--- src/rtl/bseq_pkg.sv ---
package bseq_pkg;
  typedef enum logic {
    ORD_INTERLEAVE = 1'b0,
    ORD_LINEAR     = 1'b1
  } order_e;
endpackage

--- src/rtl/bseq_beat_ctr.sv ---
module bseq_beat_ctr #(
  parameter int BEAT_W = 2
) (
  input  logic              clk,
  input  logic              rst_n,
  input  logic              load_i,
  input  logic              adv_i,
  output logic [BEAT_W-1:0] beat_o
);
  always_ff @(posedge clk or negedge rst_n) begin
    if (!rst_n)      beat_o <= '0;
    else if (load_i) beat_o <= '0;
    else if (adv_i)  beat_o <= beat_o + 1'b1;
  end

  AST_LOAD_CLEARS: assert property (@(posedge clk) disable iff (!rst_n)
    load_i |=> beat_o == '0);
  AST_HOLD_NO_ADV: assert property (@(posedge clk) disable iff (!rst_n)
    (!load_i && !adv_i) |=> $stable(beat_o));
  AST_STEP_ON_ADV: assert property (@(posedge clk) disable iff (!rst_n)
    (!load_i && adv_i) |=> beat_o == BEAT_W'($past(beat_o) + 1'b1));
endmodule

--- src/rtl/bseq_order_map.sv ---
module bseq_order_map
  import bseq_pkg::*;
#(
  parameter int BEAT_W = 2
) (
  input  order_e            order_i,
  input  logic [BEAT_W-1:0] start_i,
  input  logic [BEAT_W-1:0] beat_i,
  output logic [BEAT_W-1:0] low_o
);
  logic [BEAT_W-1:0] ilv_w;
  logic [BEAT_W-1:0] lin_w;

  for (genvar b = 0; b < BEAT_W; b++) begin : g_ilv
    assign ilv_w[b] = start_i[b] ^ beat_i[b];
  end

  assign lin_w = start_i + beat_i;

  always_comb begin
    unique case (order_i)
      ORD_LINEAR: low_o = lin_w;
      default:    low_o = ilv_w;
    endcase
  end
endmodule

--- src/rtl/burst_addr_seq.sv ---
module burst_addr_seq
  import bseq_pkg::*;
#(
  parameter int ADDR_W = 18,
  parameter int BEAT_W = 2
) (
  input  logic              clk,
  input  logic              rst_n,
  input  logic              load_i,
  input  logic              adv_i,
  input  logic              lin_mode_i,
  input  logic [ADDR_W-1:0] start_addr_i,
  output logic [ADDR_W-1:0] word_addr_o
);
  localparam int HI_W = ADDR_W - BEAT_W;

  logic [ADDR_W-1:0] base_q;
  order_e            order_q;
  logic [BEAT_W-1:0] beat_w;
  logic [BEAT_W-1:0] low_w;

  always_ff @(posedge clk or negedge rst_n) begin
    if (!rst_n) begin
      base_q  <= '0;
      order_q <= ORD_INTERLEAVE;
    end else if (load_i) begin
      base_q  <= start_addr_i;
      order_q <= order_e'(lin_mode_i);
    end
  end

  bseq_beat_ctr #(.BEAT_W(BEAT_W)) u_ctr (
    .clk    (clk),
    .rst_n  (rst_n),
    .load_i (load_i),
    .adv_i  (adv_i),
    .beat_o (beat_w)
  );

  bseq_order_map #(.BEAT_W(BEAT_W)) u_map (
    .order_i (order_q),
    .start_i (base_q[BEAT_W-1:0]),
    .beat_i  (beat_w),
    .low_o   (low_w)
  );

  assign word_addr_o = {base_q[ADDR_W-1:BEAT_W], low_w};

  AST_LOAD_PRESENTS_START: assert property (@(posedge clk) disable iff (!rst_n)
    load_i |=> word_addr_o == $past(start_addr_i));
  AST_UPPER_FIXED: assert property (@(posedge clk) disable iff (!rst_n)
    !load_i |=> word_addr_o[ADDR_W-1 -: HI_W] == $past(word_addr_o[ADDR_W-1 -: HI_W]));
  AST_MODE_HELD: assert property (@(posedge clk) disable iff (!rst_n)
    !load_i |=> $stable(order_q));
  AST_IDLE_HOLDS_ADDR: assert property (@(posedge clk) disable iff (!rst_n)
    (!load_i && !adv_i) |=> $stable(word_addr_o));
endmodule

--- config.mk ---
export PLATFORM = sky130hd
export DESIGN_NAME = burst_addr_seq
export DESIGN_NICKNAME = d
export VERILOG_FILES = /design/src/rtl/bseq_pkg.sv /design/src/rtl/bseq_beat_ctr.sv /design/src/rtl/bseq_order_map.sv /design/src/rtl/burst_addr_seq.sv
export SDC_FILE = /design/constraint.sdc
export NUM_CORES = 1
export LEC_CHECK = 0
export ABC_AREA = 1
export BUFFER_PORTS_ARGS = -buffer_cell sky130_fd_sc_hd__buf_2
export CELL_PAD_IN_SITES_DETAIL_PLACEMENT = 0
export CELL_PAD_IN_SITES_GLOBAL_PLACEMENT = 1
export CORE_MARGIN = 2
export CORE_UTILIZATION = 30
export CTS_BUF_LIST = sky130_fd_sc_hd__clkbuf_16
export CTS_CLUSTER_DIAMETER = 60
export DETAILED_ROUTE_END_ITERATION = 6
export GPL_TIMING_DRIVEN = 0
export PLACE_DENSITY = 0.71
export SLEW_MARGIN = 40
export SYNTH_ARGS = -nofsm -noshare
export SYNTH_HDL_FRONTEND = slang
export SYNTH_HIERARCHICAL = 1
export SYNTH_SLANG_ARGS = --single-unit
export TNS_END_PERCENT = 1
--- constraint.sdc ---
create_clock -name clk -period 1 [get_ports clk]
set_input_delay 0.2 -clock clk [delete_from_list [all_inputs] [get_ports clk]]
set_output_delay 0.2 -clock clk [all_outputs]
set_load 0.01 [all_outputs]
After elaboration in Yosys (flattened, before gate mapping)
Cells that the tools add are included.

Register bits: 21. Output and inout bits: 18. Word-level logic and storage cells: 11.

Add/sub/neg operators: 2. Multiplexer cells: 3. Bitwise gates (word level): 2. Reductions and logical operators: 1.

Operators by type and width (number): $mux 2 (3); $add 2x1->2 const B (1); $add 2x2->2 (1); $reduce_bool 2->1 (1); $xor 1x1->1 (2).

Depth between registers and ports, before layout
Gate-level depths: netlist of run 1.

Depth after elaboration: 3. Gate-level depth with buffers: 6.

Modules after synthesis
Netlist of run 1, hierarchy kept.

By module, submodules not included: burst_addr_seq (instances 1, cells each 96, area each 858.3 um2, sequential area each 475.5 um2); bseq_beat_ctr (instances 1, cells each 11, area each 86.3 um2, sequential area each 50.0 um2); bseq_order_map (instances 1, cells each 13, area each 60.1 um2, sequential area each 0.0 um2).

Least setup slack after synthesis of run 1
No wires, ideal clock.

Path type: register -> output. From: register u_ctr.beat_o[0]. To: output word_addr_o[1]. Arrival time: 0.859 ns. Path slack: -0.059 ns. Stages on the path, launching flop included: 7. Path buffers: 0. Cells stage by stage: dfrtp_1 -> ha_1 -> nand2_1 -> inv_1 -> nand3_1 -> nand2_1 -> inv_1.

Cells in the longest elaborated chain, start to end: 2.

Ends and longest elaborated chain: start, declared (line bseq_beat_ctr.sv:8) `output logic [BEAT_W-1:0] beat_o`; start signal, assigned (line bseq_beat_ctr.sv:13) `else if (adv_i) beat_o <= beat_o + 1'b1;`; $add 2x2->2 (line bseq_order_map.sv:18) `assign lin_w = start_i + beat_i;`; $mux 2 (line bseq_order_map.sv:21) `unique case (order_i)`; end, declared (line burst_addr_seq.sv:13) `output logic [ADDR_W-1:0] word_addr_o`.

Every way passes these cells.

Worst setup path after layout of run 1
From: register base_q[0]. To: output word_addr_o[1].

Cells in the longest elaborated chain, start to end: 2.

Ends and longest elaborated chain: start, declared (line burst_addr_seq.sv:17) `logic [ADDR_W-1:0] base_q;`; start signal, assigned (line burst_addr_seq.sv:27) `base_q <= start_addr_i;`; $add 2x2->2 (line bseq_order_map.sv:18); $mux 2 (line bseq_order_map.sv:21).

Every way passes these cells.

==> results.ini, run 1 <==
[outcome]
outcome = finished with violations
failed_checks = negative setup slack

[clocking]
cts_buffers = 3
cts_tree = built
cts.sinks = 21
cts-root-buf = clkbuf_16
clk_pin_slew_ns = 0.06
htreeDepth = 1
clk_path_buf_depth = 2
clk_latency_ns = 0.25

[floorplanning]
start_util_pct = 30.59
die_area_um2 = 3828
ios = 41
core_um2 = 3284
fp.dieH_um = 61.87
rows = 21
die_x_um = 61.87

[min_path]
timing.hold.worst.class = input pin to register

[worst_setup_path]
critPathKind = register to output port
cp.arrival_ns = 1.16
r2r-end = u_ctr/beat_o[1]
r2r_start = u_ctr/beat_o[0]
required_ns = 0.80
crit_path_end = word_addr_o[1]
rrSetupSlack_ns = 0.16
startpoint = base_q[0]
cp-start-kind = register
ff2ff_path_depth = 3
worstPathMaxFanout = 2
cp-end-kind = output port

[power]
p_int_w = 0.001699
p_sw_w = 0.0005252
static-leakage-power_nw = 0.8198
p_comb_share_pct = 19.5
p_total_w = 0.002224
clockPowerShare_pct = 36.8
p_sw_share_pct = 23.62
cellPowerDensity_nw_per_um2 = 1580
seq_power_share_pct = 43.7
ir_drop_v = 0.0006263

[layout]
n_fill_cell = 349
utilization_pct = 42.86
final_cell_mix = 63 x nand2_1, 38 x buf_2, 21 x dfrtp_1
syn2layout_area_growth_pct = 40.10
seq_area_um2 = 525.5
final_common_cell = nand2_1
fin_cells = 213
nets = 192
antenna_cells = 0
multi_input_area_um2 = 321.6
drive_gt1_share_pct = 44.31

[detailed_routing]
wl_met2_um = 1028
num_vias = 816
met1_length_um = 800
met3_length_um = 70
drt_iter0_markers = 36
wl_per_cell_um = 9.136
viasPerCell = 3.831
firstDrtPassIters = 4
topRoutingLayerUsed = met4
remaining_drc_errors = 0
antenna_left = 0
wl_um = 1946

[sta]
period_share_pct = 136.1
setup_slack_ns = -0.3609
finalHoldViolations = 0
slew_headroom_pct = 69.63
tns_ns = -1.845
skew_ns = 0.00005254
slew_viol_final = 0
clock.fmax_ghz = 0.7348
rsz0062_at_grt = yes
worst_pin_slew_ns = 0.4555
period_minus_slack_ns = 1.361
setup_viol = 18

[synth]
ys_warn_count = 6
syn_inst = 120
synth_fp_nets = 144
syn_avg_cell_area_um2 = 8.373
ys_types = 12
synth.cell_area_um2 = 1005
synth-seq-cells = 21
seq_area_frac_synth_pct = 52.30
synth_area_leaders = dfrtp_1 52%, nand2_1 24%, buf_4 12%
yosysTopAreaCell = dfrtp_1
yosys.area.top_type_share_pct = 52.30

[grt]
grt_pass1_wl_um = 3056
grt.total_usage_pct = 11.34
antenna_found_initial = 0
grt_pass1_vias = 680
grt_remaining_overflow = 0
grt_max_degree = 22

[placed_design]
io_buffers = 40
hpwl_um = 1512
pre_cts_ws_ns = -0.1724
gp_congestion = 0.6721
placed_cells = 206

[flow_run]
maxCapViolCount = 0

[kinds of logic after synthesis]
group | synth area share, %
AND/OR/NAND/NOR | 27.52
flip-flops | 52.30
buffers and inverters | 18.43
adder cells (fa/ha/maj) | 1.245
AO/OA/AOI/OAI | 0.4977
[cells in the mapped netlist]
library cell / count
a21oi_1: 1
buf_12: 1
buf_4: 16
buf_6: 2
dfrtp_1: 21
ha_1: 1
inv_1: 5
inv_2: 1
nand2_1: 65
nand2_2: 1
nand3_1: 3
nor2_1: 3
[area by class of cell]
type / instances / area share, %
well taps: 46 / 4.089
repair buffers: 43 / 16.89
inverters: 6 / 1.600
flip-flops and latches: 21 / 37.33
plain buffers: 19 / 11.56
clock buffers: 3 / 5.333
multi-input cells: 74 / 22.84
clock inverters: 1 / 0.3556
[stage by stage]
| stage | cell area [um^2] | hold WS [ns] |
|---|---|---|
| floorplan | 1007 | -0.09559 |
| global placement | 1265 | 0.1787 |
| detailed placement | 1265 | 0.1821 |
| CTS | 1385 | 0.1458 |
| global route | 1408 | 0.1548 |
| finish | 1408 | 0.1490 |
[power by group through the flow]
stage	logic (W)	clock network (W)	registers [W]
after floorplan	0.000247	0	0.000973
after global placement	0.000390	0	0.000980
after detailed placement	0.000398	0	0.000986
after CTS	0.000432	0.000856	0.000970
after global routing	0.000490	0.000891	0.000982
final	0.000433	0.000819	0.000972
[critical path: stages, from the launching register on]
cell and delay (ns):
dfrtp_1 0.41, ha_4 0.17, nand2_2 0.06, nand3_2 0.06, nand2_2 0.07, inv_2 0.03
buf_6 0.10
[flip-flops by register name, summed over array words and instances, names as in the netlist]
name / cells
base_q: 18
order_q: 1
u_ctr/beat_o: 2
[routing by layer]
metal / track usage [%] / up-vias
met5: 0 / -
met2: 19.40 / 19
li1: - / 437
met4: 7.295 / 0
met3: 1.242 / 4
met1: 13.47 / 356
[what timing repair did]
item / 4_1_cts / 5_1_grt
hold buffers: 1 / 0
endpoints found under the hold margin: 21 / 0
setup buffers: 2 / 0
setup endpoints to repair: 18 / 18
gates cloned: 0 / 0
resized for setup: 3 / 5
pin swaps: 3 / 3
[worst min path at each step]
stage | startpoint | end | slack (ns) | depth (start not counted)
after floorplan | rst_n | base_q[0] | -0.1 | 0
after global placement | rst_n | base_q[6] | 0.18 | 1
after detailed placement | rst_n | base_q[13] | 0.18 | 1
after CTS | start_addr_i[9] | base_q[9] | 0.15 | 3
after global routing | start_addr_i[5] | base_q[5] | 0.15 | 3
final | start_addr_i[9] | base_q[9] | 0.15 | 3
Power figures use the tool's default switching activity.
==> run 2: changes to the inputs <==
==> constraint.sdc (replaced) <==
create_clock -name clk -period 1.25 [get_ports clk]
set_input_delay 0.25 -clock clk [delete_from_list [all_inputs] [get_ports clk]]
set_output_delay 0.25 -clock clk [all_outputs]
set_load 0.01 [all_outputs]
==> run 2 against run 1 <==
Compared with the run above: the run still ends with negative setup slack left; final area is 1.2% lower; sequential cell count did not move; via count rose by 0.74%; utilization shrank 0.50 points; critical path depth stayed put; count of clock-buffer cells in the layout is the same; global-route usage fell by 0.41 points; power decreased by 21%; critical path type unchanged; critical endpoint unchanged; largest cell class unchanged; largest power group unchanged.
==> results.ini, run 2 (synthesis results as in run 1) <==
[detailed_routing]
drt_iter0_markers = 23  ; -36%
wl_um = 1947  ; about the same
antenna_left = 0  ; unchanged
viasPerCell = 3.877  ; +1.2%
firstDrtPassIters = 4  ; unchanged
remaining_drc_errors = 0  ; unchanged
wl_per_cell_um = 9.184  ; +0.52%
num_vias = 822  ; +0.74%

[power]
cellPowerDensity_nw_per_um2 = 1268  ; -20%
static-leakage-power_nw = 0.8144  ; -0.66%
ir_drop_v = 0.0005522  ; -12%
p_total_w = 0.001764  ; -21%

[floorplanning]
rows = 21  ; unchanged
core_um2 = 3284  ; unchanged
fp.dieH_um = 61.87  ; unchanged
start_util_pct = 30.59  ; unchanged
die_x_um = 61.87  ; unchanged
ios = 41  ; unchanged
die_area_um2 = 3828  ; unchanged

[grt]
grt_max_degree = 22  ; unchanged
grt_remaining_overflow = 0  ; unchanged
grt_pass1_vias = 684  ; +0.59%
grt.total_usage_pct = 10.93  ; -0.41 points
grt_pass1_wl_um = 2987  ; -2.3%
antenna_found_initial = 0  ; unchanged

[min_path]
timing.hold.worst.class = input pin to register

[clocking]
cts_buffers = 3  ; unchanged
clk_latency_ns = 0.25  ; about the same
clk_pin_slew_ns = 0.05  ; about the same
cts.sinks = 21  ; unchanged
cts-root-buf = clkbuf_16
clk_path_buf_depth = 2  ; unchanged
cts_tree = built
htreeDepth = 1  ; unchanged

[sta]
slew_headroom_pct = 69.34  ; -0.29 points
period_share_pct = 114.9
finalHoldViolations = 0  ; unchanged
clock.fmax_ghz = 0.6965
slew_viol_final = 0  ; unchanged
setup_slack_ns = -0.1858  ; +0.1751 ns
holdWs_ns = 0.2011  ; +0.05208 ns
worst_pin_slew_ns = 0.4599  ; +0.004398 ns
skew_ns = 0.0002482  ; +0.0001957 ns
tns_ns = -0.2053  ; +1.640 ns
period_minus_slack_ns = 1.436
rsz0062_at_grt = yes
setup_viol = 2  ; -16

[outcome]
outcome = finished with violations
failed_checks = negative setup slack

[layout]
drive_gt1_share_pct = 42.77  ; -1.5 points
multi_input_area_um2 = 319.1  ; -0.78%
largest_reg_flops = 18  ; unchanged
syn2layout_area_growth_pct = 38.48
fin_cells = 212  ; -0.47%
nets = 191  ; -0.52%
antenna_cells = 0  ; unchanged
final_cell_mix = 64 x nand2_1, 39 x buf_2, 21 x dfrtp_1
top_regs = base_q x18, u_ctr/beat_o x2, order_q x1
final_common_cell = nand2_1
n_fill_cell = 351  ; +0.57%
seq_area_um2 = 525.5  ; unchanged
max_flop_register = base_q

[placed_design]
gp_congestion = 0.6871  ; +2.2%
placed_cells = 206  ; unchanged
io_buffers = 40  ; unchanged
hpwl_um = 1494  ; -1.2%

[flow_run]
maxCapViolCount = 0  ; unchanged

[worst_setup_path]
required_ns = 1.00  ; +0.20 ns
worstPathMaxFanout = 2  ; unchanged
cp-start-kind = register
cp.arrival_ns = 1.19  ; +0.03 ns
critPathKind = register to output port
cp-end-kind = output port

## run 2: area by class of cell
type	instances	share of cell area (%)
sequential	21	37.77
multi-input combinational	74	22.93
timing repair buffer	42	16.10
buffer	19	11.69
clock buffer	3	5.396
tap	46	4.137
inverter	6	1.619
clock inverter	1	0.3597
## run 2: path summary, 6_finish.rpt
check	startpoint	endpoint	slack (ns)	depth (start not counted)
setup / recovery	base_q[0]	word_addr_o[1]	-0.19	6
hold / removal	start_addr_i[12]	base_q[12]	0.20	3
setup reg to reg	u_ctr/beat_o[0]	u_ctr/beat_o[1]	0.42	3
hold reg to reg	base_q[4]	base_q[4]	0.47	2
max in group asynchronous	rst_n	base_q[3]	0.45	2
min in group asynchronous	rst_n	base_q[9]	0.48	2
## run 2: per-stage QoR
stage	instance area, um^2	setup slack (ns)	util (%)
detailed placement	1262	0.02605	38.44
floorplan	1005	0.1409	-
global placement	1262	0.02245	38.44
global route	1391	-0.2362	42.36
finish	1391	-0.1858	42.36
CTS	1371	-0.1768	41.75
## run 2: power breakdown
part	switching, W	internal (W)
combinational	0.000152	0.000179
clock	0.000227	0.000428
sequential	0.0000372	0.000739
total	0.000416	0.00135
## run 2: layer usage
layer  vias up  routed length [um]  global-route usage [%]
met4         0                  41                   6.383
met3         4                  54                  0.6211
met5         -                   0                       0
met1       364                 854                   12.89
li1        434                   -                       -
met2        20                 996                   19.55
## run 2: what timing repair did
item / in CTS / in global routing
setup buffers: 1 / 0
pin swaps: 3 / 2
setup endpoints to repair: 2 / 2
gates resized for setup: 3 / 4
hold buffers: 1 / 0
hold endpoints to repair: 21 / 0
## run 2: critical path: stages (launching register included)
cell     delay [ns]
dfrtp_1        0.41
ha_4           0.17
nand2_2        0.07
nand3_2        0.07
nand2_1        0.07
inv_1          0.03
buf_2          0.12
